File: src/rtl/cnv_port_pkg.sv
package cnv_port_pkg;
   typedef enum logic [1:0] {
      ST_IDLE,
      ST_WAIT,
      ST_FLAG,
      ST_READ
   } port_st_e;

   localparam int CMD_W = 8;
   localparam logic [CMD_W-1:0] CMD_CONT = 8'hC0;
   localparam logic [CMD_W-1:0] CMD_HALT = 8'h80;
   localparam logic [CMD_W-1:0] CMD_CLR  = 8'h00;
endpackage

File: src/rtl/cnv_pin_sync.sv
module cnv_pin_sync #(
   parameter int STAGES = 2
) (
   input  logic clk,
   input  logic rst_n,
   input  logic sclk_i,
   input  logic sdi_i,
   output logic sclk_lvl,
   output logic sclk_rise,
   output logic sclk_fall,
   output logic sdi_lvl
);
   logic [STAGES-1:0] sc_q;
   logic [STAGES-1:0] sd_q;
   logic              sc_last;

   generate
      if (STAGES < 2) begin : g_bad_stages
         $error("cnv_pin_sync: STAGES must be at least 2");
      end
   endgenerate

   always_ff @(posedge clk or negedge rst_n) begin
      if (!rst_n) begin
         sc_q    <= '0;
         sd_q    <= '0;
         sc_last <= 1'b0;
      end else begin
         sc_q    <= {sc_q[STAGES-2:0], sclk_i};
         sd_q    <= {sd_q[STAGES-2:0], sdi_i};
         sc_last <= sc_q[STAGES-1];
      end
   end

   assign sclk_lvl  = sc_q[STAGES-1];
   assign sdi_lvl   = sd_q[STAGES-1];
   assign sclk_rise = sc_q[STAGES-1] & ~sc_last;
   assign sclk_fall = ~sc_q[STAGES-1] & sc_last;
endmodule

File: src/rtl/cnv_rate_timer.sv
module cnv_rate_timer #(
   parameter int BASE_DIV = 2184,
   parameter int RATE_W   = 3
) (
   input  logic              clk,
   input  logic              rst_n,
   input  logic              run,
   input  logic              restart,
   input  logic [RATE_W-1:0] rate_sel,
   output logic              done,
   output logic              pre
);
   localparam int CNT_W = $clog2(BASE_DIV) + (1 << RATE_W) + 1;

   logic [CNT_W-1:0] cnt;
   logic [CNT_W-1:0] span;
   logic [CNT_W-1:0] last;

   generate
      if (BASE_DIV < 4) begin : g_bad_div
         $error("cnv_rate_timer: BASE_DIV must be at least 4");
      end
   endgenerate

   assign span = CNT_W'(BASE_DIV) << rate_sel;
   assign last = span - CNT_W'(1);
   assign done = run && (cnt >= last);
   assign pre  = run && (cnt == last - CNT_W'(1));

   always_ff @(posedge clk or negedge rst_n) begin
      if (!rst_n)              cnt <= '0;
      else if (!run || restart) cnt <= '0;
      else if (done)            cnt <= '0;
      else                      cnt <= cnt + CNT_W'(1);
   end
endmodule

File: src/rtl/cnv_serial_port.sv
module cnv_serial_port
   import cnv_port_pkg::*;
#(
   parameter int DATA_W      = 24,
   parameter int RATE_W      = 3,
   parameter int BASE_DIV    = 2184,
   parameter int SYNC_STAGES = 2
) (
   input  logic              clk,
   input  logic              rst_n,
   input  logic [RATE_W-1:0] rate_sel,
   input  logic [DATA_W-1:0] conv_data,
   input  logic              sclk,
   input  logic              sdi,
   output logic              sdo
);
   localparam int RD_W = $clog2(DATA_W + 1);
   localparam logic [RD_W-1:0] RD_LAST = RD_W'(DATA_W);

   generate
      if (DATA_W < 2) begin : g_bad_width
         $error("cnv_serial_port: DATA_W must be at least 2");
      end
   endgenerate

   port_st_e          st;
   logic              sclk_lvl, sclk_rise, sclk_fall, sdi_lvl;
   logic              conv_done, pre_done, restart, busy, byte_end;
   logic [2:0]        bit_cnt;
   logic [6:0]        byte_sr;
   logic [CMD_W-1:0]  cmd_byte;
   logic              sdo_q;
   logic [DATA_W-1:0] data_q;
   logic [DATA_W-1:0] shreg;
   logic [RD_W-1:0]   rd_cnt;

   cnv_pin_sync #(.STAGES(SYNC_STAGES)) u_sync (
      .clk       (clk),
      .rst_n     (rst_n),
      .sclk_i    (sclk),
      .sdi_i     (sdi),
      .sclk_lvl  (sclk_lvl),
      .sclk_rise (sclk_rise),
      .sclk_fall (sclk_fall),
      .sdi_lvl   (sdi_lvl)
   );

   cnv_rate_timer #(.BASE_DIV(BASE_DIV), .RATE_W(RATE_W)) u_timer (
      .clk      (clk),
      .rst_n    (rst_n),
      .run      (st != ST_IDLE),
      .restart  (restart),
      .rate_sel (rate_sel),
      .done     (conv_done),
      .pre      (pre_done)
   );

   assign cmd_byte = {byte_sr, sdi_lvl};
   assign byte_end = sclk_rise && (bit_cnt == 3'd7) && (st != ST_READ);
   assign restart  = byte_end && (cmd_byte == CMD_CONT) &&
                     ((st == ST_WAIT) || (st == ST_FLAG));
   assign busy     = (bit_cnt != 3'd0) || sclk_lvl;
   assign sdo      = sdo_q;

   // command byte assembly; frozen while a read owns the clock
   always_ff @(posedge clk or negedge rst_n) begin
      if (!rst_n) begin
         bit_cnt <= '0;
         byte_sr <= '0;
      end else if (sclk_rise && (st != ST_READ)) begin
         bit_cnt <= bit_cnt + 3'd1;
         byte_sr <= {byte_sr[5:0], sdi_lvl};
      end
   end

   always_ff @(posedge clk or negedge rst_n) begin
      if (!rst_n) begin
         st     <= ST_IDLE;
         sdo_q  <= 1'b1;
         data_q <= '0;
         shreg  <= '0;
         rd_cnt <= '0;
      end else begin
         case (st)
            ST_IDLE: begin
               if (byte_end && (cmd_byte == CMD_CONT)) st <= ST_WAIT;
            end
            ST_WAIT: begin
               if (byte_end && (cmd_byte == CMD_HALT)) begin
                  st <= ST_IDLE;
               end else if (conv_done && !restart) begin
                  data_q <= conv_data;
                  sdo_q  <= 1'b0;
                  st     <= ST_FLAG;
               end
            end
            ST_FLAG: begin
               if (byte_end) begin
                  if (cmd_byte == CMD_CLR) begin
                     st     <= ST_READ;
                     shreg  <= data_q;
                     rd_cnt <= '0;
                  end else if (cmd_byte == CMD_CONT) begin
                     st    <= ST_WAIT;
                     sdo_q <= 1'b1;
                  end else if (cmd_byte == CMD_HALT) begin
                     st    <= ST_IDLE;
                     sdo_q <= 1'b1;
                  end
               end else if (conv_done && (!busy || sdo_q)) begin
                  data_q <= conv_data;
                  sdo_q  <= 1'b0;
               end else if (pre_done && !busy) begin
                  sdo_q <= 1'b1;
               end
            end
            ST_READ: begin
               if (sclk_fall) begin
                  if (rd_cnt == RD_LAST) begin
                     sdo_q  <= 1'b1;
                     st     <= ST_WAIT;
                     rd_cnt <= '0;
                  end else begin
                     sdo_q  <= shreg[DATA_W-1];
                     shreg  <= {shreg[DATA_W-2:0], 1'b1};
                     rd_cnt <= rd_cnt + RD_W'(1);
                  end
               end
            end
            default: st <= ST_IDLE;
         endcase
      end
   end
endmodule

File: config.mk
export PLATFORM = sky130hd
export DESIGN_NAME = cnv_serial_port
export DESIGN_NICKNAME = d
export VERILOG_FILES = /design/src/rtl/cnv_port_pkg.sv /design/src/rtl/cnv_pin_sync.sv /design/src/rtl/cnv_rate_timer.sv /design/src/rtl/cnv_serial_port.sv
export SDC_FILE = /design/constraint.sdc
export NUM_CORES = 1
export LEC_CHECK = 0
export ABC_CLOCK_PERIOD_IN_PS = 2900
export BUFFER_PORTS_ARGS = -buffer_cell sky130_fd_sc_hd__buf_4
export CORE_MARGIN = 1.5
export CORE_UTILIZATION = 61
export DETAILED_ROUTE_END_ITERATION = 8
export HOLD_SLACK_MARGIN = 0.08
export PLACE_DENSITY = 0.8
export SETUP_SLACK_MARGIN = 0.3
export SLEW_MARGIN = 20
export SYNTH_ARGS = -nofsm -noshare
export SYNTH_HDL_FRONTEND = slang
export SYNTH_SLANG_ARGS = --single-unit
export TNS_END_PERCENT = 100
File: constraint.sdc
create_clock -name clk -period 2.9 [get_ports clk]
set_input_delay 0.29 -clock clk [delete_from_list [all_inputs] [get_ports clk]]
set_output_delay 0.29 -clock clk [all_outputs]
set_load 0.01 [all_outputs]
# Word level (Yosys, flattened, before mapping)
# Cells that the tools add are included.
# totals
ff_bits	92
latch_bits	0
ramBits	0
mem_bits_ro	0
elab_cells	114
mem_count	0
# op_classes
addsub	5
mul	0
div_mod_pow	0
n_lt_le_gt_ge	1
eq_ne	24
shift	1
mux	38
n_bitwise	4
reduce_logical	30
# op_table
op	n
$mux 24	8
$pmux 24 s2	2
$mux 21	2
$sub 21x1->21 const B	2
$add 21x1->21 const B	1
$eq 21x21->1	1
$ge 21x21->1	1
$shl 12x3->21 const A	1
$mux 5	4
$mux 2	9
$eq 8x8->1 const B	2
$ne 2x2->1 const B	8
$logic_and 1x1->1	11
$mux 1	10
$pmux 5 s2	1
$reduce_and 5->1	2
$logic_not 8->1	1
$ne 4x2->1 const B	2
$pmux 2 s4	1
$reduce_and 7->1	1
$ne 2x1->1 const B	3
$reduce_and 6->1	1
$reduce_bool 2->1	3
$reduce_bool 3->1	2
other kinds (16)	24

# Depth between registers and ports, before layout
# logic_depth
word_depth	11
ltp_mapped	17
depth_no_buf	16

# Hierarchy
# A second synthesis with hierarchy kept.
# unflattened
hier_cells	534
hier_area_um2	5459.0
# modules_own_cells
module	instances	cells_per_inst	area_per_inst_um2	seq_area_each_um2
cnv_serial_port	1	279	3218.1	1652.8
cnv_rate_timer	1	248	2100.8	525.5
cnv_pin_sync	1	7	140.1	125.1

# Least setup slack after synthesis
# OpenSTA, ideal clock, no wires.
# synth_timing
kind	input to register
from	input port rate_sel[1]
to	register data_q[10]
setup_ns	0.125
arrival_time_ns	3.470
required_ns	2.775
path_slack_ns	-0.695
path_stages	17
path_buffers	1
path_cell_list	inv_1 ha_1 nand2_1 ha_1 nor3b_1 and3_1 nand2_1 xnor2_1 ha_1 maj3_1 nor3_1 o31ai_2 nor2_2 nor3b_1 o211ai_4 buf_8 mux2_4
# synth_via
elab_chain_cells	7
elab_cells_between_ends	9
# synth_rtl
item	line_no	source
start: declaration	cnv_serial_port.sv:11	input logic [RATE_W-1:0] rate_sel,
$shl 12x3->21 (*)	cnv_rate_timer.sv:25	assign span = CNT_W'(BASE_DIV) << rate_sel;
$sub 21x1->21 (*)	cnv_rate_timer.sv:26	assign last = span - CNT_W'(1);
$ge 21x21->1 (*)	cnv_rate_timer.sv:27	assign done = run && (cnt >= last);
$logic_and 1x1->1 (*)	cnv_rate_timer.sv:27	
$logic_and 1x1->1, on equally long branches	cnv_serial_port.sv:110, cnv_serial_port.sv:91	
$ne 2x1->1 (no source line)	-	
$reduce_and 5->1 (no source line) (*)	-	
end signal: assignment	cnv_serial_port.sv:92	data_q <= conv_data;
end signal: assignment	cnv_serial_port.sv:111	data_q <= conv_data;
end: declaration	cnv_serial_port.sv:33	logic [DATA_W-1:0] data_q;
# Every way passes the cells marked *; elsewhere a longest branch is shown, timed or not.
# A chain may end at the register's enable or synchronous reset.

# Worst setup path after layout
# layout_timing
from	input port rate_sel[1]
to	register data_q[15]
# The elaborated chain is that of the path after synthesis.

==> impl_metrics.toml <==
[route]
vias = 4189
drcViolationCount = 0
drt-pass1-iter-count = 5
drt_wl_total_um = 13100
antenna_left = 0
wire_per_inst_um = 18.4
drt_iter0_markers = 226
via_per_inst = 5.89

[floorplan]
core_area_um2 = 8260
fp.dieW_um = 95.4
io_pins = 32
num_rows = 33
start_util = 0.631
die_area_um2 = 9110
die_h_um = 95.4

[place]
hpwl_um = 7980
portBuffers = 31
gp_congestion = 0.884
pre_cts_ws_ns = -0.785

[power_and_ir_drop]
power_frac_clock = 0.167
comb_power_share = 0.446
pwr-share-seq = 0.388
leakagePower_nw = 3.02
p_sw_frac = 0.366
p_per_area_nw_per_um2 = 758
irDropWorstVdd_uv = 714
internal_power_mw = 3.24
power.switching_mw = 1.87

[yosys]
syn_inst = 505
synth_area_um2 = 5210
yosys.area.top_type = "dfrtp_1"
syn-num-nets = 572
synth-seq-cells = 92
synth_top_area_share = 0.437
yosys_most_used_dff = "dfrtp_1"
synth_common_cells = "dfrtp_1 (91), nand2_1 (60), nor2_1 (41)"
post-synth-top-count-cell = "dfrtp_1"
synthDistinctLibCells = 53
avgSynthCellArea_um2 = 10.3
synth-async-reset-ratio = 1.00
yosysWarnings = 0
ys_top_cells_by_area = "dfrtp_1 (44%), ha_1 (8.6%), mux2_4 (5.8%)"
synth_edf_count = 0
ys_seq_area_frac = 0.442

[critical_path]
crit_slowest_cell = "o41ai_4"
r2r-start = "u_timer.cnt[14]"
endpoint_kind = "flip-flop"
crit_top_cell = "ha_4"
path_delay_family = "simple AND/OR/NAND/NOR gates"
cp_cell_sequence = "buf_8, clkinvlp_4, ha_4, nand2_4, ha_4, nor3b_4, and3_4, a21oi_4, ha_4, nand2_4, nor3_2, a22oi_1, a31oi_1, nor2_2, o41ai_4, o211ai_4, buf_6, buf_16, mux2_4"
worstPathArrival_ns = 3.67
critPathLaunch = "rate_sel[1]"
r2r_slack_ns = -0.06
crit_type = "in -> reg"
cp.required_ns = 3.17
cp.buffers_inverters = 4
cp-start-kind = "input pin"
max_stage_delay_ns = 0.39
worstPathMaxFanout = 6

[layout]
drive_above_1_share = 0.356
diodes = 0
syn2layout_area_growth_pct = 29.4
fin_nets = 668
fin_util = 0.817

[min_path]
holdCritStartpoint = "conv_data[16]"
hp-class = "in -> reg"

[sta]
drv_slew = 0
fin_worst_hold_slack_ns = 0.135
setup_ws_ns = -0.501
tightest_slew_ns = 0.712
period_share = 1.17
max_freq_mhz = 294
fin_skew_ns = 0.0184
max-slew-margin-rel = 0.525
tns_ns = -14.33
rsz0062_at_grt = "yes"
setup_viol = 47
hold_viol = 0
fin_crit_ns = 3.40

[clock_tree]
tritoncts = "built"
h-tree-depth = 3
clkTransAtPathRegs_ns = 0.11
clkSinkCount = 92
cts_buffers = 9
cts_buffer_depth = 2
cts_root_buf = "clkbuf_8"
insertion_delay_ns = 0.38

[run]
drv_cap = 0

[grt]
grt_max_degree = 55
grt-ovfl-total = 0
antenna_found_initial = 0
track_usage = 0.292
grt_pass1_vias = 4259
grt_first_pass_wirelength_um = 20000

[run_status]
status = "complete, but fails checks"
failed_checks = "setup timing"
[worst reg2reg max path: stages, from the launching register on]
cell and delay, ns:
dfrtp_1 0.46, ha_1 0.34, nand3_1 0.13, buf_4 0.16, nor3_2 0.15, a22oi_1 0.09, a31oi_1 0.23, nor2_2 0.11
o41ai_4 0.39, o211ai_4 0.17, buf_6 0.17, buf_16 0.14, mux2_4 0.31
[metrics by stage]
stage                     instance area (um^2)  std cells  power (mW)
after detailed placement                  5970        672        3.79
after CTS                                 6580        708        4.97
after global routing                      6740        711        5.41
after global placement                    5970        672        3.64
after floorplan                           5330        505        3.29
final                                     6740        711        5.11
[registers in the layout (all words and copies together), names as in the netlist]
register / count
bit_cnt: 3
byte_sr: 7
data_q: 24
rd_cnt: 5
sdo: 1
shreg: 24
st: 2
u_sync.sc_last: 1
u_sync.sc_q: 2
u_sync.sd_q: 2
u_timer.cnt: 21
[placed cells by master (no fill, tap or decap), types with 14 or more instances in the layout]
| cell | synthesis | layout |
|---|---|---|
| a21oi_1 | 16 | 14 |
| buf_4 | 0 | 87 |
| dfrtp_1 | 91 | 91 |
| ha_1 | 36 | 27 |
| inv_1 | 17 | 15 |
| mux2_4 | 20 | 22 |
| mux2i_1 | 23 | 23 |
| nand2_1 | 60 | 53 |
| nand3_1 | 22 | 21 |
| nor2_1 | 41 | 20 |
| nor2_4 | 0 | 18 |
| o21ai_0 | 40 | 35 |
| xnor2_1 | 24 | 23 |
[worst paths after layout]
path | to | cells past startpoint
max in group asynchronous | u_timer.cnt[15] | 3
min | data_q[16] | 2
max | data_q[15] | 19
min in group asynchronous | byte_sr[0] | 2
max reg2reg | data_q[15] | 12
min reg2reg | u_sync.sd_q[1] | 0
[cell type report]
type | instances | area, um^2
well taps | 105 | 131
clock inverters | 6 | 53.8
clock buffers | 10 | 138
flip-flops and latches | 92 | 2300
multi-input cells | 374 | 3090
inverters | 18 | 71.3
fillers | 465 | 1510
repair buffers | 106 | 960
[power by group through the flow]
stage	clock network [mW]	registers [mW]	logic, mW
4_1_cts	0.865	1.96	2.14
5_1_grt	0.920	2.02	2.47
2_1_floorplan	0	1.89	1.40
6_report	0.851	1.98	2.28
3_5_place_dp	0	1.98	1.80
3_3_place_gp	0	1.95	1.69
[metal layers]
metal	vias to the layer above	routed length, um	global-route usage	part of all wire
met2	139	6650	0.504	0.51
li1	1947	-	-	-
met3	53	517	0.0606	0.040
met1	2050	5320	0.351	0.41
met4	0	569	0.125	0.044
met5	-	0	0	0
[timing repair]
action | CTS | global route
setup buffers | 13 | 3
hold buffers | 3 | 0
gates cloned | 4 | 0
resized for setup | 53 | 40
setup endpoints to repair | 47 | 71
pin swaps | 22 | 17
endpoints found under the hold margin | 54 | 0
[kinds of logic (layout without fill, tap and decap cells)]
family          count (synthesis)  in the layout  share of synthesized area
other cells                     1              1                   0.000719
flops                          92             92                      0.442
compound gates                 79             79                     0.0965
simple gates                  165            165                      0.147
buf+inv                        39            140                     0.0353
mux                            55             55                      0.128
fa+ha+maj                      37             37                     0.0883
xor+xnor                       37             37                     0.0622
Power figures use the tool's default switching activity.
